File: src/rtl/dmt_pkg.sv
package dmt_pkg;
  localparam int CTRL_W = 5;
  localparam logic [2:0] MODE_ZERO    = 3'd0;
  localparam logic [2:0] MODE_FOREVER = 3'd7;

  typedef struct packed {
    logic       stop;
    logic       up;
    logic [2:0] mode;
  } ctrl_t;

  localparam ctrl_t CTRL_RESET = '{stop: 1'b1, up: 1'b0, mode: MODE_ZERO};
endpackage

File: src/rtl/dmt_counter.sv
module dmt_counter
  import dmt_pkg::*;
#(
  parameter int W  = 16,
  parameter int NM = 6
) (
  input  logic                  clk,
  input  logic                  rst,
  input  logic                  ld_cur,
  input  logic                  ld_div,
  input  logic                  ld_ctrl,
  input  logic [W-1:0]          wdata,
  input  logic [NM-1:0][W-1:0]  match_vals,
  output logic [W-1:0]          cur,
  output logic [W-1:0]          div,
  output ctrl_t                 ctrl,
  output logic [NM-1:0]         hit
);
  logic [W-1:0] pre;
  logic         held;
  logic [W-1:0] target;
  logic         counting;
  logic         event_now;
  logic         tick;

  // Target of the current mode: zero by default, a compare register when selected
  always_comb begin
    target = '0;
    for (int i = 0; i < NM; i++) begin
      if (ctrl.mode == 3'(i + 1)) target = match_vals[i];
    end
  end

  assign counting  = !ctrl.stop && !held && !ld_ctrl;
  assign event_now = counting && (ctrl.mode != MODE_FOREVER) && (cur == target);
  assign tick      = (pre == div);

  always_comb begin
    for (int i = 0; i < NM; i++) begin
      hit[i] = event_now && (ctrl.mode == 3'(i + 1));
    end
  end

  always_ff @(posedge clk) begin
    if (rst) begin
      cur  <= '0;
      div  <= '0;
      ctrl <= CTRL_RESET;
      pre  <= '0;
      held <= 1'b0;
    end else begin
      if (ld_ctrl) begin
        ctrl <= ctrl_t'(wdata[CTRL_W-1:0]);
        pre  <= '0;
        held <= 1'b0;
      end else if (event_now) begin
        held <= 1'b1;
      end else if (counting) begin
        pre <= tick ? '0 : pre + 1'b1;
        if (tick) cur <= ctrl.up ? cur + 1'b1 : cur - 1'b1;
      end
      if (ld_cur) cur <= wdata;
      if (ld_div) div <= wdata;
    end
  end
endmodule

File: src/rtl/dmt_irq.sv
module dmt_irq #(
  parameter int NM = 6
) (
  input  logic          clk,
  input  logic          rst,
  input  logic          ack_we,
  input  logic          mask_we,
  input  logic [NM-1:0] wbits,
  input  logic [NM-1:0] hits,
  output logic [NM-1:0] status,
  output logic [NM-1:0] mask,
  output logic          irq
);
  logic [NM-1:0] clr;
  assign clr = ack_we ? wbits : '0;

  always_ff @(posedge clk) begin
    if (rst) begin
      status <= '0;
      mask   <= '0;
      irq    <= 1'b0;
    end else begin
      status <= (status & ~clr) | hits;
      if (mask_we) mask <= wbits;
      irq <= |(status & mask);
    end
  end
endmodule

File: src/rtl/dual_match_timer.sv
module dual_match_timer
  import dmt_pkg::*;
#(
  parameter int W  = 16,
  parameter int NM = 6,
  parameter int AW = 4
) (
  input  logic          clk,
  input  logic          rst,
  input  logic          bus_wr,
  input  logic          bus_rd,
  input  logic          bus_region,
  input  logic [AW-1:0] bus_word,
  input  logic [W-1:0]  bus_wdata,
  output logic [W-1:0]  bus_rdata,
  output logic          irq
);
  localparam int NCNT       = 2;
  localparam int GRP_WORDS  = 3;
  localparam int MATCH_BASE = NCNT * GRP_WORDS;

  logic                  wr_tmr, wr_int;
  logic [NM-1:0][W-1:0]  match_q;
  logic [W-1:0]          cur_v  [NCNT];
  logic [W-1:0]          div_v  [NCNT];
  ctrl_t                 ctrl_v [NCNT];
  logic [NM-1:0]         hit_v  [NCNT];
  logic [NM-1:0]         hit_any;
  logic [NM-1:0]         status, mask;
  logic [W-1:0]          rd_mux;

  assign wr_tmr = bus_wr && !bus_region;
  assign wr_int = bus_wr &&  bus_region;

  for (genvar g = 0; g < NCNT; g++) begin : g_cnt
    localparam int BASE = g * GRP_WORDS;
    dmt_counter #(.W(W), .NM(NM)) u_cnt (
      .clk        (clk),
      .rst        (rst),
      .ld_cur     (wr_tmr && bus_word == AW'(BASE)),
      .ld_div     (wr_tmr && bus_word == AW'(BASE + 1)),
      .ld_ctrl    (wr_tmr && bus_word == AW'(BASE + 2)),
      .wdata      (bus_wdata),
      .match_vals (match_q),
      .cur        (cur_v[g]),
      .div        (div_v[g]),
      .ctrl       (ctrl_v[g]),
      .hit        (hit_v[g])
    );
  end

  always_ff @(posedge clk) begin
    if (rst) begin
      match_q <= '0;
    end else begin
      for (int i = 0; i < NM; i++) begin
        if (wr_tmr && bus_word == AW'(MATCH_BASE + i)) match_q[i] <= bus_wdata;
      end
    end
  end

  always_comb begin
    hit_any = '0;
    for (int g = 0; g < NCNT; g++) hit_any = hit_any | hit_v[g];
  end

  dmt_irq #(.NM(NM)) u_irq (
    .clk     (clk),
    .rst     (rst),
    .ack_we  (wr_int && bus_word == AW'(0)),
    .mask_we (wr_int && bus_word == AW'(1)),
    .wbits   (bus_wdata[NM-1:0]),
    .hits    (hit_any),
    .status  (status),
    .mask    (mask),
    .irq     (irq)
  );

  always_comb begin
    rd_mux = '0;
    if (bus_region) begin
      if (bus_word == AW'(0)) rd_mux = W'(status);
      if (bus_word == AW'(1)) rd_mux = W'(mask);
    end else begin
      for (int g = 0; g < NCNT; g++) begin
        if (bus_word == AW'(g * GRP_WORDS))     rd_mux = cur_v[g];
        if (bus_word == AW'(g * GRP_WORDS + 1)) rd_mux = div_v[g];
        if (bus_word == AW'(g * GRP_WORDS + 2)) rd_mux = W'(ctrl_v[g]);
      end
      for (int i = 0; i < NM; i++) begin
        if (bus_word == AW'(MATCH_BASE + i)) rd_mux = match_q[i];
      end
    end
  end

  always_ff @(posedge clk) begin
    if (rst) bus_rdata <= '0;
    else if (bus_rd) bus_rdata <= rd_mux;
  end
endmodule

File: config.mk
export PLATFORM = sky130hd
export DESIGN_NAME = dual_match_timer
export DESIGN_NICKNAME = d
export VERILOG_FILES = /design/src/rtl/dmt_pkg.sv /design/src/rtl/dmt_counter.sv /design/src/rtl/dmt_irq.sv /design/src/rtl/dual_match_timer.sv
export SDC_FILE = /design/constraint.sdc
export NUM_CORES = 1
export LEC_CHECK = 0
export ABC_AREA = 1
export BUFFER_PORTS_ARGS = -buffer_cell sky130_fd_sc_hd__buf_2
export CAP_MARGIN = 5
export CORE_MARGIN = 3
export CORE_UTILIZATION = 58
export DETAILED_ROUTE_END_ITERATION = 7
export GPL_TIMING_DRIVEN = 0
export PLACE_DENSITY = 0.75
export REMOVE_ABC_BUFFERS = 1
export SLEW_MARGIN = 25
export SYNTH_ARGS = -nofsm -noshare
export SYNTH_HDL_FRONTEND = slang
export SYNTH_SLANG_ARGS = --single-unit
File: constraint.sdc
create_clock -name clk -period 6.7 [get_ports clk]
set_input_delay 1.34 -clock clk [delete_from_list [all_inputs] [get_ports clk]]
set_output_delay 1.34 -clock clk [all_outputs]
set_load 0.02 [all_outputs]
==> results.md <==
* Result of the run: finished clean
* Ranking of synthesized cells by instance count: sky130_fd_sc_hd__nand2_1, sky130_fd_sc_hd__a21oi_1, sky130_fd_sc_hd__inv_1
* Total of buffers placed on input and output ports at slightly above 40
* Row count at 58
* Wire length of the first global-routing pass at 83500 um
* Transition time at the pin with the least slew margin at 1030 ps
* Largest cells by area after synthesis: sky130_fd_sc_hd__dfxtp_1, sky130_fd_sc_hd__nand2_1, sky130_fd_sc_hd__a21oi_1, sky130_fd_sc_hd__o21ai_0, sky130_fd_sc_hd__inv_1
* Inserted Clock Buffers at 26
* CP Capture Type: register
* Hold Path Class: register to register
* Fill cell total of the finished layout at 2357
* Maximum fanout along the worst path at 23
* Initial antenna violation count at 0
* Worst Reg2Reg Path Length in Cells at 14
* Initial Utilization at 59.1%
* Total grt overflow at 0
* Kind of start point of the critical path: register
* Non-filler instance count after layout at 2664
* Launching element of the worst setup path: g_cnt[0].u_cnt.ctrl[1]
* Hold Vio Cnt, Final at 0
* Area of the die at between 20000 and 30000 sq um
* Placed cell count at 2616
* Area share of the largest cell type after synthesis at 31.3%
* Antenna diode instance count at 0
* CTS tree: yes
* Required time reported for the critical path endpoint at 7180 ps
* Clock sinks at 233
* X dimension of the die at 166 um
* Startpoint of the worst-slack reg-to-reg timing path: g_cnt[0].u_cnt.ctrl[1]
* Clock insertion delay at the later pin of the skew report at 540 ps
* Library cell contributing the largest single delay on the critical path: sky130_fd_sc_hd__dfxtp_1
* Gpl congestion at about 1.1
* Type of the setup path with the least slack: register to register
* Hold buffer count at cts at 0
* Sequential area share after synthesis at a little under a third
* Maximum number of pins on one net before global-route repair at 86
* Synthesized area per cell at 6.31 sq um
* Buffer cell driving the clock tree root: sky130_fd_sc_hd__clkbuf_16
* Setup Buffers After CTS at 0
* Global-route usage over all layers at 37.4%
* Share of synthesized registers carrying an async set or reset at 0%
* Iteration count of the initial detailed-routing pass at 6
* Max VDD drop at 0.192 mV
* Via count of the first global-routing pass at 14900
* CTS HTree Levels at 1
* DR vias at ~17000
* Ratio of cells with drive above 1 in the final layout at around 6.8%
* Power Total at 3.42 mW
* Power density relative to cell area at between 200 and 250 nW/um^2
* Post-route setup TNS at 0 ps
* Post-synthesis sequential element count at 233
* Clock Skew at 12.2 ps
* Capture instance of the worst register-to-register path: g_cnt[0].u_cnt.pre[2]
* Number of distinct library cell variants in the gate-level netlist after synthesis at 47
* Area overhead of the layout relative to synthesis at 7.82%
* Total setup violations reported at the end of the flow at 0
* RSZ-0062 raised after global routing: no
* Most frequent cell after synthesis: sky130_fd_sc_hd__nand2_1
* Static Leak at 6.31 nW
* Largest stage delay on the critical path at 970 ps
* Number of warnings issued by yosys at 0
* Die Span Y at between 150 and 200 um
* Reported max-cap violation count at 0
* Peak Freq at 0.188 GHz
* Initial detailed-routing violation count at 2672
* Post-route fraction of the period consumed by the critical path at roughly four fifths
* Slew Viols, Final at 0
* Via density per instance at 6.25
* Resized Gates After CTS at 0
* Buffer levels on the longest clock path at 3
* Number of enable flip-flop cells after synthesis at 0
* Clk slew on worst S/H paths at 70 ps
* Critical path, cell by cell: nand3_1 -> inv_1 -> nand2_1 -> nand3_1 -> nand2_1 -> nor2_1 -> nand3_1 -> nor2_1 -> nand3_1 -> nand3_2 -> nand2_1 -> inv_1 -> nand2_1 -> nor2_1
* Placed cell areas at roughly 15000 sq um
* Commonest register cell after synthesis: sky130_fd_sc_hd__dfxtp_1
* Post-synthesis cell count at 2360
* Routed Antenna Nets at 0
* # nets final at between 2000 and 2500
* Reg area at 4660 sq um
* Design Area, Final at 16100 sq um
* Cell type with the highest aggregate area in the netlist: sky130_fd_sc_hd__dfxtp_1
* Multi-input gate area at 8690 sq um
* Worst endpoint data arrival time at 5800 ps
* Post-detail-place hpwl at 38700 um
* Max-slew headroom at the worst pin at a little under a third
* Residual DRC at 0
* Worst setup endpoint: g_cnt[0].u_cnt.pre[2]
* Min Tclk post-route at 5320 ps
* Routed Wire Length at approximately 54000 um
* Std-Cell Core Area at roughly 25000 sq um
* Syn Std Cell Area at 14900 sq um
* # IOs at 42
* Routed length per placed instance at 20.2 um
* Worst-case register-to-register setup slack at 1380 ps
[sequential cells by signal, indices dropped and copies added (netlist names)]
signal            cells
bus_rdata            16
g_cnt.u_cnt.pre      32
u_irq.mask            6
u_irq.status          6
match_q              96
g_cnt.u_cnt.ctrl     10
g_cnt.u_cnt.div      32
g_cnt.u_cnt.cur      32
g_cnt.u_cnt.held      2
u_irq.irq             1
[through the flow]
step	hold slack (ps)	worst slack (ps)	utilization [%]
after global placement	448	-87.9	59.4
after detailed placement	456	1280	59.9
final	466	1380	63.8
after floorplan	436	2190	-
after global routing	474	1280	63.8
after CTS	467	1820	63.7
[power by group]
group	internal [mW]	switching (mW)
Clock	1.00	0.638
Sequential	1.40	0.0210
Combinational	0.102	0.256
[critical path: cells and delay by family (launching register included)]
| family | cells | cell delay, ps |
|---|---|---|
| flip-flops | 1 | 970 |
| buffers and inverters | 2 | 830 |
| AND/OR/NAND/NOR | 12 | 3430 |
[worst min-delay path by stage]
| stage | startpoint | endpoint | cells after the start |
|---|---|---|---|
| floorplan | g_cnt[0].u_cnt.held | g_cnt[0].u_cnt.held | 2 |
| global placement | g_cnt[0].u_cnt.held | g_cnt[0].u_cnt.held | 2 |
| detailed placement | bus_rdata[10] | bus_rdata[10] | 2 |
| CTS | bus_rdata[1] | bus_rdata[1] | 2 |
| global route | bus_rdata[5] | bus_rdata[5] | 2 |
| finish | g_cnt[1].u_cnt.held | g_cnt[1].u_cnt.held | 2 |
[kinds of logic after synthesis]
logic type	share of synthesized area [%]
AND/OR/NAND/NOR	30.5
XOR/XNOR	3.18
buffers and inverters	10.5
flip-flops	31.3
adder cells (fa/ha/maj)	2.79
AO/OA/AOI/OAI	21.7
[cell usage in the layout, fill, tap and decap left out, types with 5 or more instances in the layout]
cell type	n
sky130_fd_sc_hd__nand2_1	544
sky130_fd_sc_hd__a21oi_1	269
sky130_fd_sc_hd__inv_1	256
sky130_fd_sc_hd__dfxtp_1	233
sky130_fd_sc_hd__o21ai_0	231
sky130_fd_sc_hd__nor2_1	180
sky130_fd_sc_hd__nand3_1	172
sky130_fd_sc_hd__nand4_1	56
sky130_fd_sc_hd__buf_2	40
sky130_fd_sc_hd__xor2_1	38
sky130_fd_sc_hd__ha_1	30
sky130_fd_sc_hd__nor3_1	27
sky130_fd_sc_hd__clkbuf_16	27
sky130_fd_sc_hd__o21ai_1	22
sky130_fd_sc_hd__o22ai_1	19
sky130_fd_sc_hd__o211ai_1	19
sky130_fd_sc_hd__xnor2_1	16
sky130_fd_sc_hd__inv_2	13
sky130_fd_sc_hd__nor2_2	12
sky130_fd_sc_hd__nand2_2	11
sky130_fd_sc_hd__nand3b_1	10
sky130_fd_sc_hd__o221ai_1	9
sky130_fd_sc_hd__nor4_1	9
sky130_fd_sc_hd__or2_2	8
sky130_fd_sc_hd__a31oi_1	8
sky130_fd_sc_hd__a21oi_2	8
sky130_fd_sc_hd__bufinv_16	6
sky130_fd_sc_hd__nand3_2	5
sky130_fd_sc_hd__clkinv_2	5
[final cells by class]
cell class | count | area share (%)
well taps | 330 | 2.57
clock buffers | 31 | 4.49
inverters | 273 | 6.41
multi-input cells | 1734 | 54.1
clock inverters | 17 | 1.57
flip-flops and latches | 233 | 29.1
repair buffers | 46 | 1.79
[per-layer routing]
metal | vias to the layer above | part of all wire, % | track usage [%]
met1 | 7626 | 40 | 52.3
li1 | 7733 | - | -
met4 | 0 | 6.7 | 20.1
met2 | 1057 | 41 | 54.8
met5 | - | 0 | 0
met3 | 223 | 12 | 6.67
(Power assumes the default switching activity.)
